### src/rtl/bsb_pkg.sv
package bsb_pkg;

  // Sequencer states of the bridge.
  typedef enum logic [2:0] {
    ST_IDLE  = 3'd0,
    ST_WBEAT = 3'd1,
    ST_WWAIT = 3'd2,
    ST_RWAIT = 3'd3,
    ST_RBEAT = 3'd4
  } bsb_state_e;

endpackage

### src/rtl/bsb_rst_sync.sv
// Asserts reset asynchronously and releases it after STAGES clock edges.
module bsb_rst_sync #(
  parameter int STAGES = 2
) (
  input  logic clk,
  input  logic rst_ni,
  output logic rst_no
);

  logic [STAGES-1:0] sync_q;

  always_ff @(posedge clk or negedge rst_ni) begin
    if (!rst_ni) begin
      sync_q <= '0;
    end else begin
      sync_q <= {sync_q[STAGES-2:0], 1'b1};
    end
  end

  assign rst_no = sync_q[STAGES-1];

endmodule

### src/rtl/bsb_wait_timer.sv
// Counts the cycles spent waiting for acknowledge; flags the last allowed one.
module bsb_wait_timer #(
  parameter int LIMIT = 64
) (
  input  logic clk,
  input  logic rst_n,
  input  logic clr,
  input  logic en,
  output logic expired
);

  localparam int CW = (LIMIT > 2) ? $clog2(LIMIT) : 1;

  logic [CW-1:0] cnt_q, cnt_d;

  always_comb begin
    cnt_d = cnt_q;
    if (clr) begin
      cnt_d = '0;
    end else if (en) begin
      cnt_d = cnt_q + CW'(1);
    end
  end

  always_ff @(posedge clk or negedge rst_n) begin
    if (!rst_n) begin
      cnt_q <= '0;
    end else if (clr || en) begin
      cnt_q <= cnt_d;
    end
  end

  assign expired = en && (cnt_q == CW'(LIMIT - 1));

endmodule

### src/rtl/bsb_rd_assembler.sv
// Read word register: one byte lane per beat, each with its own enable.
module bsb_rd_assembler #(
  parameter int HDW = 32,
  parameter int PDW = 8
) (
  input  logic                            clk,
  input  logic                            rst_n,
  input  logic                            cap_en,
  input  logic [$clog2(HDW/PDW)-1:0]      lane_sel,
  input  logic [PDW-1:0]                  din,
  output logic [HDW-1:0]                  dout
);

  localparam int NLANE = HDW / PDW;
  localparam int LW    = $clog2(NLANE);

  for (genvar g = 0; g < NLANE; g++) begin : g_lane
    logic lane_en;
    assign lane_en = cap_en && (lane_sel == LW'(g));

    always_ff @(posedge clk or negedge rst_n) begin
      if (!rst_n) begin
        dout[g*PDW +: PDW] <= '0;
      end else if (lane_en) begin
        dout[g*PDW +: PDW] <= din;
      end
    end
  end

endmodule

### src/rtl/byte_serial_bridge.sv
module byte_serial_bridge
  import bsb_pkg::*;
#(
  parameter int HAW     = 32,
  parameter int HDW     = 32,
  parameter int PAW     = 12,
  parameter int PDW     = 8,
  parameter int ACK_TMO = 64
) (
  input  logic           clk,
  input  logic           rst_n,
  input  logic           host_req,
  input  logic           host_we,
  input  logic [HAW-1:0] host_addr,
  input  logic [HDW-1:0] host_wdata,
  output logic           host_busy,
  output logic           host_done,
  output logic [HDW-1:0] host_rdata,
  output logic           host_err_align,
  output logic           host_err_tmo,
  output logic [PAW-1:0] mp_addr,
  output logic [PDW-1:0] mp_wdata,
  output logic           mp_wr,
  output logic           mp_rd,
  input  logic [PDW-1:0] mp_rdata,
  input  logic           mp_ack
);

  localparam int NBEATS  = HDW / PDW;
  localparam int BEAT_W  = $clog2(NBEATS);
  localparam int ALIGN_W = BEAT_W;
  localparam logic [BEAT_W-1:0] LAST_BEAT = BEAT_W'(NBEATS - 1);

  logic rst_sync_n;

  bsb_rst_sync #(.STAGES(2)) rst_sync_i (
    .clk    (clk),
    .rst_ni (rst_n),
    .rst_no (rst_sync_n)
  );

  bsb_state_e        state_q, state_d;
  logic [BEAT_W-1:0] beat_q, beat_d;
  logic [PAW-1:0]    addr_q;
  logic [HDW-1:0]    wdata_q;
  logic              done_q, done_d;
  logic              ealign_q, ealign_d;
  logic              etmo_q, etmo_d;
  logic              accept;
  logic              cap_en;
  logic              waiting;
  logic              tmo_hit;
  logic              unused_addr_hi;

  assign unused_addr_hi = ^host_addr[HAW-1:PAW];
  assign waiting = (state_q == ST_WWAIT) || (state_q == ST_RWAIT);

  bsb_wait_timer #(.LIMIT(ACK_TMO)) wait_timer_i (
    .clk     (clk),
    .rst_n   (rst_sync_n),
    .clr     (!waiting),
    .en      (waiting),
    .expired (tmo_hit)
  );

  // Next-state logic
  always_comb begin
    state_d  = state_q;
    beat_d   = beat_q;
    done_d   = 1'b0;
    ealign_d = 1'b0;
    etmo_d   = 1'b0;
    accept   = 1'b0;
    cap_en   = 1'b0;
    unique case (state_q)
      ST_IDLE: begin
        if (host_req) begin
          if (|host_addr[ALIGN_W-1:0]) begin
            ealign_d = 1'b1;
          end else begin
            accept  = 1'b1;
            beat_d  = '0;
            state_d = host_we ? ST_WBEAT : ST_RWAIT;
          end
        end
      end
      ST_WBEAT: begin
        if (beat_q == LAST_BEAT) begin
          state_d = ST_WWAIT;
        end else begin
          beat_d = beat_q + BEAT_W'(1);
        end
      end
      ST_WWAIT: begin
        if (mp_ack) begin
          done_d  = 1'b1;
          state_d = ST_IDLE;
        end else if (tmo_hit) begin
          etmo_d  = 1'b1;
          state_d = ST_IDLE;
        end
      end
      ST_RWAIT: begin
        if (mp_ack) begin
          cap_en  = 1'b1;
          beat_d  = BEAT_W'(1);
          state_d = ST_RBEAT;
        end else if (tmo_hit) begin
          etmo_d  = 1'b1;
          state_d = ST_IDLE;
        end
      end
      ST_RBEAT: begin
        cap_en = 1'b1;
        if (beat_q == LAST_BEAT) begin
          done_d  = 1'b1;
          state_d = ST_IDLE;
        end else begin
          beat_d = beat_q + BEAT_W'(1);
        end
      end
      default: state_d = ST_IDLE;
    endcase
  end

  // Sequencer registers
  always_ff @(posedge clk or negedge rst_sync_n) begin
    if (!rst_sync_n) begin
      state_q  <= ST_IDLE;
      beat_q   <= '0;
      done_q   <= 1'b0;
      ealign_q <= 1'b0;
      etmo_q   <= 1'b0;
    end else begin
      state_q  <= state_d;
      beat_q   <= beat_d;
      done_q   <= done_d;
      ealign_q <= ealign_d;
      etmo_q   <= etmo_d;
    end
  end

  // Request capture, enabled on accept only
  always_ff @(posedge clk or negedge rst_sync_n) begin
    if (!rst_sync_n) begin
      addr_q  <= '0;
      wdata_q <= '0;
    end else if (accept) begin
      addr_q  <= host_addr[PAW-1:0];
      wdata_q <= host_wdata;
    end
  end

  bsb_rd_assembler #(.HDW(HDW), .PDW(PDW)) rd_asm_i (
    .clk      (clk),
    .rst_n    (rst_sync_n),
    .cap_en   (cap_en),
    .lane_sel (beat_q),
    .din      (mp_rdata),
    .dout     (host_rdata)
  );

  assign mp_wr          = (state_q == ST_WBEAT) || (state_q == ST_WWAIT);
  assign mp_rd          = (state_q == ST_RWAIT);
  assign mp_addr        = addr_q;
  assign mp_wdata       = wdata_q[beat_q*PDW +: PDW];
  assign host_busy      = (state_q != ST_IDLE);
  assign host_done      = done_q;
  assign host_err_align = ealign_q;
  assign host_err_tmo   = etmo_q;

endmodule

### config.mk
export PLATFORM = sky130hd
export DESIGN_NAME = byte_serial_bridge
export DESIGN_NICKNAME = d
export VERILOG_FILES = /design/src/rtl/bsb_pkg.sv /design/src/rtl/bsb_rst_sync.sv /design/src/rtl/bsb_wait_timer.sv /design/src/rtl/bsb_rd_assembler.sv /design/src/rtl/byte_serial_bridge.sv
export SDC_FILE = /design/constraint.sdc
export NUM_CORES = 1
export LEC_CHECK = 0
export BUFFER_PORTS_ARGS = -buffer_cell sky130_fd_sc_hd__buf_2
export CORE_MARGIN = 5
export CORE_UTILIZATION = 38
export DETAILED_ROUTE_END_ITERATION = 12
export HOLD_SLACK_MARGIN = 0.08
export SLEW_MARGIN = 20
export SYNTH_ARGS = -nofsm -noshare
export SYNTH_HDL_FRONTEND = slang
export SYNTH_SLANG_ARGS = --single-unit
export TNS_END_PERCENT = 20
### constraint.sdc
create_clock -name clk -period 3.6 [get_ports clk]
set_input_delay 0.36 -clock clk [delete_from_list [all_inputs] [get_ports clk]]
set_output_delay 0.36 -clock clk [all_outputs]
set_load 0.1 [all_outputs]
==> results <==
- Summed over all layers, the routed wires come to between 7000 and 8000 um.
- Clock-pin slew was measured on the worst setup and hold paths at 0.10 ns.
- The tree is rooted in a sky130_fd_sc_hd__clkbuf_8.
- The flow ran to the end, and the final reports show no timing, DRC or antenna violations.
- The first detailed-routing pass ran for 4 iterations.
- After global routing the overflow that remains totals 0.
- The endpoint of the most critical register-to-register path is wdata_q[11].
- The layout net count is roughly 460.
- The critical path arrival is around 2.1 ns.
- Counting every instance in the synthesized netlist gives about 250.
- The final-report hold violation count came to 0.
- Data on the critical path is required at its endpoint by roughly 3.2 ns.
- After synthesis, the largest family of logic cells by area is multiplexers.
- The number of register bits inferred by synthesis is 92.
- The number of cells on the worst hold path is 2.
- The largest driver fanout on the critical path is 12.
- The remaining max-slew budget at the tightest pin is 43.2%.
- STA classifies the critical path startpoint as a register.
- The flip-flop cell with the highest count after synthesis is sky130_fd_sc_hd__dfrtp_1.
- For flop-to-flop paths, the worst setup slack is 1.29 ns.
- Setup repair after global routing left no endpoint under its margin.
- The startpoint identified for the worst register-to-register timing path is state_q[1].
- The via density per instance is between 4 and 5.
- Once the floorplan was initialized, standard cells occupied roughly two fifths of the core.
- The share of layout cells above drive strength 1 is around three fifths.
- By startpoint and endpoint, the worst setup path is classified as reg -> out.
- The compound-cell area share of the yosys netlist is 2.47%.
- Yosys mapped the design onto 36 distinct sky130hd cell types.
- Synthesis produced a netlist with a net count of between 300 and 400.
- Post-CTS timing repair inserted 0 buffers for setup.
- The share of synthesized registers carrying an async set or reset is 100%.
- The H-tree was split into 3 levels.
- The sum of negative setup slack is 0 ns.
- The max-slew violation total from the final report is 0.
- After legalization and detailed placement, the total HPWL measured 5730 um.
- The DRC violations left is 0.
- Sequential elements use 59.8% of the synthesized area.
- The commonest cells after synthesis are 92 x sky130_fd_sc_hd__dfrtp_1, 69 x sky130_fd_sc_hd__mux2_2, 17 x sky130_fd_sc_hd__nor2_1.
- Dividing the synthesized area by the synthesized cell count gives between 15 and 20 um2.
- Gates resized during post-CTS repair numbered 0.
- The clock sink count is around 90.
- The kind of path behind the tightest hold check is in -> reg.
- Of the available clock period, the critical path in the final layout requires just under 70%.
- The number of setup violations in the final report is 0.
- For this run, the total global-route usage over all layers was measured as 13.6%.
- For the pin with the worst max-slew slack, the measured transition is roughly 0.85 ns.
- The Yosys warning count is 0.
- The number of buffers inserted by port buffering is roughly 110.
- The area growth from synthesis to layout is 23.9%.
- In this run, synthesis inferred 0 flip-flops with an integrated enable.
- Dividing the detail-routed wire length by the instance count gives approximately 15 um.
- The count of nets left with antenna violations once routing finished came out at 0.
- Across the run, the number of max-cap violations was 0.
- The largest net degree at the start of global routing is between 60 and 70.
- Summing the areas of all xor and xnor instances in the mapped netlist gives under 10% of the synthesized area.
- The routability congestion estimate from global placement is about 0.73.
- The maximum number of buffers from clock root to sink is 2.
- The count of inserted antenna diode cells is 0.
- The library cell occupying the most area in the post-synthesis netlist is sky130_fd_sc_hd__dfrtp_1.
- Of the total synthesized cell area, the portion taken by AND, OR, NAND and NOR gates is about 6.8%.
- The floorplan has 36 rows.
- The worst hold path begins at mp_ack.
- The share of the synthesized area in the top cell type is between 50% and 60%.
- The via count of the routed design is 2412.
- The cell type of the slowest stage on the worst timing path is sky130_fd_sc_hd__dfrtp_1.
- The CTS tree is done.
- Pin placement for this block handled about 140 I/O pins.
- The die outline area is about 0.012 mm2.
- The total standard cell area after synthesis is between 0.003 and 0.004 mm2.
- For this run, the slowest stage of the critical path takes 0.81 ns.
- The clock latency on the worst-skew pair is between 0.3 and 0.4 ns.
- The number of clock buffers inserted by TritonCTS is 9.
- The horizontal die dimension is between 100 and 150 um.
- The number of antenna violations at the first check in global routing was 0.
- The worst clock skew is around 0.018 ns.
- The die outline height is about 110 um.
- The area share of fa/ha/maj cells after synthesis is roughly 1.6%.
- The portion of synthesized area spent on multiplexers is 26.3%.
- STA classifies the critical path endpoint as an output pin.
- The maximum clock frequency is 413 MHz.
- The destination of the worst hold path is host_err_tmo.
- Yosys instantiated no cell more often than sky130_fd_sc_hd__dfrtp_1.
- Sorting the synthesized cells by area gives the leading types as sky130_fd_sc_hd__dfrtp_1 60%, sky130_fd_sc_hd__mux2_2 20%, sky130_fd_sc_hd__mux4_2 4.7%.
- The smallest clock period supported by the final layout is computed as approximately 2.4 ns.
- The initial DRC count is 66.
- The first global-routing pass estimated roughly 14000 um of wire.
- The via count of the first global-routing pass is 2648.
- The signal on the critical path passes through mux4_2, buf_2.
- The core region area is a little under 0.01 mm2.
- The worst reg2reg path depth is 4.
-- layout by cell type (no fill, tap or decap), types with 2 or more instances in the layout --
| master | count |
|---|---|
| sky130_fd_sc_hd__a211oi_1 | 2 |
| sky130_fd_sc_hd__a21oi_1 | 2 |
| sky130_fd_sc_hd__a32o_1 | 2 |
| sky130_fd_sc_hd__and2_1 | 4 |
| sky130_fd_sc_hd__buf_2 | 114 |
| sky130_fd_sc_hd__buf_4 | 3 |
| sky130_fd_sc_hd__clkbuf_8 | 9 |
| sky130_fd_sc_hd__dfrtp_1 | 91 |
| sky130_fd_sc_hd__ha_1 | 5 |
| sky130_fd_sc_hd__inv_1 | 4 |
| sky130_fd_sc_hd__inv_6 | 3 |
| sky130_fd_sc_hd__mux2_1 | 5 |
| sky130_fd_sc_hd__mux2_2 | 69 |
| sky130_fd_sc_hd__mux4_2 | 8 |
| sky130_fd_sc_hd__nand2_1 | 4 |
| sky130_fd_sc_hd__nand2_4 | 5 |
| sky130_fd_sc_hd__nor2_1 | 17 |
| sky130_fd_sc_hd__xnor2_1 | 4 |
| sky130_fd_sc_hd__xor2_1 | 2 |
-- stage by stage --
step / hold WS [ns] / cells / utilization [%] / area, um2 / setup slack, ns
floorplan: 0.0644 / 253 / - / 3850 / 0.848
detailed placement: 0.151 / 494 / 46.5 / 4570 / 1.25
finish: 0.218 / 511 / 48.6 / 4770 / 1.18
global route: 0.197 / 511 / 48.6 / 4770 / 1.02
CTS: 0.185 / 511 / 48.6 / 4770 / 1.12
global placement: 0.146 / 494 / 46.5 / 4570 / 1.29
-- what timing repair did --
action / CTS / global route
setup endpoints to repair: 0 / 0
endpoints found under the hold margin: 2 / 0
hold buffers: 1 / 0
-- critical path, delay by kind of cell (launching register included) --
family | cells | cell delay [ns]
muxes | 1 | 0.59
buffers and inverters | 1 | 0.31
DFF | 1 | 0.81
-- sequential cells by signal, summed over array words and instances, names as in the netlist --
name,flops
state_q,3
host_err_tmo,1
beat_q,2
wait_timer_i.cnt_q,6
wdata_q,32
rd_asm_i.dout,32
host_err_align,1
host_done,1
mp_addr,12
rst_sync_i.sync_q,2
-- worst max path at each step --
stage | cells past startpoint | endpoint | from | slack [ns]
2_1_floorplan | 0 | beat_q[0] | rst_sync_i.sync_q[1] | 0.85
6_report | 2 | mp_wdata[4] | beat_q[0] | 1.18
3_5_place_dp | 4 | mp_addr[7] | state_q[1] | 1.25
5_1_grt | 2 | mp_wdata[5] | beat_q[0] | 1.02
3_3_place_gp | 4 | mp_addr[3] | state_q[1] | 1.29
4_1_cts | 2 | mp_wdata[4] | beat_q[0] | 1.12
-- kinds of logic after synthesis --
logic type | Yosys count
xor gates and xnor gates | 6
buffers and inverters | 13
muxes | 82
adders and majority gates | 5
and+or+nand+nor | 42
DFF | 92
AOI/OAI and AO/OA | 12
other | 1
-- per-layer routing --
metal  track usage (%)  share of wire, %  vias up
li1                  -                 -     1145
met1              17.0                42     1196
met2              22.6                51       62
met3              4.15               6.1        9
met4              4.43               1.3        0
met5                 0                 0        -
-- cell type report --
class | count | area, um2
Clock buffer | 9 | 124
Inverter | 4 | 15.0
Tap cell | 133 | 166
Fill cell | 914 | 5050
Sequential cell | 92 | 2310
Timing Repair Buffer | 118 | 603
Multi-Input combinational cell | 148 | 1490
Clock inverter | 7 | 67.6
Power is not shown: default switching activity piles up to over one toggle a cycle in this logic, so the estimate is an artifact.
